==> src/rtl/ucycle_pkg.sv <==
package ucycle_pkg;
  localparam int unsigned SEL_W = 2;

  // Period in master cycles for a select code; codes above 2 reuse the longest.
  function automatic int unsigned period_of(input logic [SEL_W-1:0] sel,
                                            input int unsigned p0,
                                            input int unsigned p1,
                                            input int unsigned p2);
    case (sel)
      2'd0:    return p0;
      2'd1:    return p1;
      default: return p2;
    endcase
  endfunction
endpackage

==> src/rtl/ucycle_done_sync.sv <==
module ucycle_done_sync #(
  parameter int STAGES = 2
) (
  input  logic clk_i,
  input  logic rst_i,
  input  logic async_i,
  output logic rise_o
);
  logic [STAGES-1:0] chain_q;
  logic              prev_q;

  generate
    for (genvar i = 0; i < STAGES; i++) begin : g_stage
      if (i == 0) begin : g_first
        always_ff @(posedge clk_i) begin
          if (rst_i) chain_q[i] <= 1'b0;
          else       chain_q[i] <= async_i;
        end
      end else begin : g_next
        always_ff @(posedge clk_i) begin
          if (rst_i) chain_q[i] <= 1'b0;
          else       chain_q[i] <= chain_q[i-1];
        end
      end
    end
  endgenerate

  always_ff @(posedge clk_i) begin
    if (rst_i) prev_q <= 1'b0;
    else       prev_q <= chain_q[STAGES-1];
  end

  assign rise_o = chain_q[STAGES-1] & ~prev_q;
endmodule

==> src/rtl/ucycle_period_timer.sv <==
module ucycle_period_timer
  import ucycle_pkg::*;
#(
  parameter int CNT_W = 4,
  parameter int P0    = 4,
  parameter int P1    = 6,
  parameter int P2    = 8
) (
  input  logic             clk_i,
  input  logic             rst_i,
  input  logic [SEL_W-1:0] sel_i,
  input  logic             fire_i,
  output logic             at_end_o
);
  logic [CNT_W-1:0] cnt_q;
  logic [CNT_W-1:0] last_q;
  logic [CNT_W-1:0] last_d;

  assign last_d   = CNT_W'(period_of(sel_i, P0, P1, P2) - 1);
  assign at_end_o = (cnt_q == last_q) && (cnt_q != '0);

  always_ff @(posedge clk_i) begin
    if (rst_i) begin
      cnt_q  <= '0;
      last_q <= CNT_W'(P0 - 1);
    end else begin
      if (cnt_q == '0) last_q <= last_d;
      if (fire_i)         cnt_q <= '0;
      else if (!at_end_o) cnt_q <= cnt_q + 1'b1;
    end
  end
endmodule

==> src/rtl/ucycle_xfer_track.sv <==
module ucycle_xfer_track (
  input  logic clk_i,
  input  logic rst_i,
  input  logic mode_i,
  input  logic at_end_i,
  input  logic start_i,
  input  logic read_i,
  input  logic need_i,
  input  logic done_evt_i,
  output logic fire_o,
  output logic launch_o,
  output logic pending_o,
  output logic ovl_o
);
  logic ovl_q, pending_q, launched_q;
  logic pend_eff, lock;

  assign pend_eff = pending_q & ~done_evt_i;
  assign lock     = ~ovl_q | ~read_i;
  assign launch_o = at_end_i & start_i & ~launched_q & ~pend_eff;

  always_comb begin
    if (!at_end_i)        fire_o = 1'b0;
    else if (start_i) begin
      if (launch_o)        fire_o = ~lock;
      else if (launched_q) fire_o = ~pend_eff;
      else                 fire_o = 1'b0;
    end else               fire_o = ~(need_i & pend_eff);
  end

  always_ff @(posedge clk_i) begin
    if (rst_i) begin
      ovl_q      <= mode_i;
      pending_q  <= 1'b0;
      launched_q <= 1'b0;
    end else begin
      if (launch_o)        pending_q <= 1'b1;
      else if (done_evt_i) pending_q <= 1'b0;
      if (fire_o)          launched_q <= 1'b0;
      else if (launch_o)   launched_q <= 1'b1;
    end
  end

  assign pending_o = pending_q;
  assign ovl_o     = ovl_q;
endmodule

==> src/rtl/ucycle_clkgen.sv <==
module ucycle_clkgen
  import ucycle_pkg::*;
#(
  parameter int CNT_W       = 4,
  parameter int P0          = 4,
  parameter int P1          = 6,
  parameter int P2          = 8,
  parameter int SYNC_STAGES = 2
) (
  input  logic             clk_i,
  input  logic             rst_i,
  input  logic             ovl_mode_i,
  input  logic [SEL_W-1:0] period_sel_i,
  input  logic             xfer_start_i,
  input  logic             xfer_read_i,
  input  logic             need_data_i,
  input  logic             xfer_done_i,
  output logic             ucyc_stb_o
);
  logic done_evt, at_end, fire, launch, pending_q, ovl_q;

  ucycle_done_sync #(.STAGES(SYNC_STAGES)) u_sync (
    .clk_i(clk_i), .rst_i(rst_i), .async_i(xfer_done_i), .rise_o(done_evt)
  );

  ucycle_period_timer #(.CNT_W(CNT_W), .P0(P0), .P1(P1), .P2(P2)) u_timer (
    .clk_i(clk_i), .rst_i(rst_i), .sel_i(period_sel_i), .fire_i(fire),
    .at_end_o(at_end)
  );

  ucycle_xfer_track u_track (
    .clk_i(clk_i), .rst_i(rst_i), .mode_i(ovl_mode_i), .at_end_i(at_end),
    .start_i(xfer_start_i), .read_i(xfer_read_i), .need_i(need_data_i),
    .done_evt_i(done_evt), .fire_o(fire), .launch_o(launch),
    .pending_o(pending_q), .ovl_o(ovl_q)
  );

  always_ff @(posedge clk_i) begin
    if (rst_i) ucyc_stb_o <= 1'b0;
    else       ucyc_stb_o <= fire;
  end
endmodule

==> config.mk <==
export PLATFORM = sky130hd
export DESIGN_NAME = ucycle_clkgen
export DESIGN_NICKNAME = d
export VERILOG_FILES = /design/src/rtl/ucycle_pkg.sv /design/src/rtl/ucycle_done_sync.sv /design/src/rtl/ucycle_period_timer.sv /design/src/rtl/ucycle_xfer_track.sv /design/src/rtl/ucycle_clkgen.sv
export SDC_FILE = /design/constraint.sdc
export NUM_CORES = 1
export LEC_CHECK = 0
export BUFFER_PORTS_ARGS = -buffer_cell sky130_fd_sc_hd__buf_2
export CAP_MARGIN = 20
export CORE_UTILIZATION = 48
export DETAILED_ROUTE_END_ITERATION = 8
export PLACE_DENSITY = 0.78
export SLEW_MARGIN = 20
export SYNTH_ARGS = -nofsm -noshare
export SYNTH_HDL_FRONTEND = slang
export SYNTH_SLANG_ARGS = --single-unit
export TNS_END_PERCENT = 50
==> constraint.sdc <==
create_clock -name clk_i -period 1.46 [get_ports clk_i]
set_input_delay 0.292 -clock clk_i [delete_from_list [all_inputs] [get_ports clk_i]]
set_output_delay 0.292 -clock clk_i [all_outputs]
set_load 0.03 [all_outputs]
==> results.yml <==
hold_path:
  hold_class: "input port to register"
floorplan:
  io_pins: 10
  die_y_um: 40.6
  dieArea_um2: 1650
  row_count: 13
  core_area_um2: 1350
  initial_core_util_pct: 53.0
  die_x_um: 40.6
sta:
  fin_skew_ps: 4.86
  max_freq_mhz: 682
  fin_crit_ps: 1470
  worstMarginPinSlew_ps: 322
  rsz0062_at_grt: "yes"
  max-slew-margin-rel_pct: 78.5
  finalHoldViolations: 0
  slew_viol_final: 0
  final.setup.worst_slack_ps: -5.21
  setup_viol: 1
  period_share_pct: 100
layout:
  diodes: 0
  stdcell_count: 98
  fin_util_pct: 63.9
  syn_to_final_growth_pct: 20.6
  fill_cells: 107
  drive_above_1_share_pct: 42.2
  final_nets: 95
placed_design:
  io_buffer_count: 9
  place_congestion: 0.760
  place_hpwl_um: 963
  place_inst: 94
outcome:
  violations: "setup timing"
  status: "finished, violations left"
setup_path:
  cp_cell_sequence: "inv_2, ha_4, or3b_4, nand4_4, a211oi_4, nor2b_1"
  crit_type: "register to register"
  worst_setup_path_start_kind: "register"
  required_ps: 1680
  slowest_stage: "a211oi_4"
  critPathBufInv: 1
  slowest_delay_ps: 350
  critical-path-top-delay-family: "simple AND/OR/NAND/NOR gates"
  cp_max_fo: 4
  cp-end-kind: "register"
  crit_arrival_ps: 1680
detailed_routing:
  drc: 0
  first_iter_violations: 14
  ant_nets: 0
  first_pass_iters: 4
  vias: 549
  viasPerCell: 5.60
  routed_wl_um: 1330
  post_drt_wl_per_cell_um: 13.6
pwr:
  p_per_area_nw_per_um2: 994
  ir_drop_mv: 0.650
  power_mw: 0.858
  leakage_nw: 0.319
clock_network:
  path_clk_slew_ps: 80
  root_buffer: "clkbuf_4"
  holdBufCountCts: 0
  cts_buffers: 3
  clk_latency_ps: 280
  cts_tree: "built"
  clockBufferDepth: 2
  cts_sinks: 14
  htree_levels: 1
synth:
  synth_top_family_by_area: "simple AND/OR/NAND/NOR gates"
  synth_warnings: 0
  async_flop_share_pct: 0
  yosysSeqAreaShare_pct: 40.6
  synth_area_um2: 716
  synthSimpleGateAreaFrac_pct: 25.7
  synth-compound-area-share_pct: 19.2
  postSynthCellCount: 67
  synth-seq-cells: 14
  syn-num-nets: 78
  synth_edf_count: 1
  synthMuxAreaShare_pct: 0
  yosys-top-cells-area: "dfxtp_1, xnor2_2, nor2b_1, edfxtp_1, ha_1"
  ys.flop_type: "dfxtp_1"
  synth_top_area_cell: "dfxtp_1"
  ys_types: 33
  synth_top_area_share_pct: 36.4
  synth-adder-area-share_pct: 3.50
  syn_area_per_cell_um2: 10.7
  synthXorXnorAreaFrac_pct: 6.82
  synth_common_cells: "dfxtp_1, nor2b_1, a21oi_1, inv_1, nor3_1"
  yosysMostFrequentCell: "dfxtp_1"
global_routing:
  grt_max_degree: 16
  grt_overflow_total: 0
  grt_pass1_vias: 510
  grt.total_usage_pct: 19.6
  antenna_found_initial: 0
  grt_pass1_wl_um: 2100
job:
  maxCapViolCount: 0
## cell type report
cell class,count,area [µm²],area share (%)
Multi-Input combinational cell,47,428,49.6
Sequential cell,14,293,33.9
Timing Repair Buffer,14,82.6,9.57
Clock buffer,4,26.3,3.04
Tap cell,15,18.8,2.17
Inverter,4,15.0,1.74
## cells by family (layout without fill, tap and decap cells)
logic type,after synthesis,in the layout
flip-flops,14,14
AO/OA/AOI/OAI,16,16
AND/OR/NAND/NOR,26,26
XOR/XNOR,3,3
adder cells (fa/ha/maj),2,2
buffers and inverters,6,22
## path summary, 6_finish.rpt
check / start / endpoint / slack (ps) / cells after the start
setup / recovery: u_timer.cnt_q[1] / ucyc_stb_o / -5 / 6
hold / removal: ovl_mode_i / u_track.ovl_o / 190 / 1
setup reg to reg: u_timer.cnt_q[1] / ucyc_stb_o / -5 / 6
hold reg to reg: u_sync.chain_q[0] / u_sync.chain_q[1] / 460 / 1
## placed cells by master (no fill, tap or decap), drive strengths merged
cell,netlist,final
buf,1,14
dfxtp,13,13
nor2b,5,5
a21oi,4,4
nor3,4,4
clkbuf,1,4
inv,4,4
o21ai,3,3
xnor2,3,3
nor3b,3,3
nand2b,2,2
nand3b,2,2
nand2,2,2
nand4,2,2
a211oi,2,2
ha,2,2
a21o,1,1
a31o,1,1
or3b,1,1
and3,1,1
a31oi,1,1
and4,1,1
o31ai,1,1
nand4b,1,1
nand3,1,1
a311oi,1,1
a2111oi,1,1
a41oi,1,1
nor2,1,1
edfxtp,1,1
## sequential cells by signal, indices dropped and copies added (netlist names)
signal,count
u_track.launched_q,1
u_timer.last_q,3
u_track.pending_o,1
u_timer.cnt_q,4
u_track.ovl_o,1
u_sync.prev_q,1
ucyc_stb_o,1
u_sync.chain_q,2
## where the power goes
part | switching [mW] | internal, mW | total, mW
Sequential | 0.0185 | 0.408 | 0.427
Clock | 0.123 | 0.106 | 0.229
Combinational | 0.103 | 0.100 | 0.203
Total | 0.244 | 0.614 | 0.858
## timing repair
item	CTS	global route
gates resized for setup	3	4
setup buffers	0	0
endpoints found under the hold margin	0	0
pin swaps	3	5
setup endpoints to repair	4	5
cloned	0	0
## stage by stage
step                TNS [ps]  hold WS (ps)  worst slack (ps)  instance area (µm²)
finish                 -5.21           187             -5.21                  863
global route            -231           175             -81.2                  863
CTS                        0           180              10.1                  833
detailed placement     -19.1           439             -19.1                  803
global placement           0           422              7.94                  803
floorplan              -17.6           364             -17.6                  717
## layer usage
metal	part of all wire, %	vias to the layer above	GRT usage, %
li1	-	277	-
met1	49	257	24.9
met2	45	13	31.7
met3	4.0	2	4.89
met4	1.4	0	7.50
met5	0	-	0
Power figures use the tool's default switching activity.
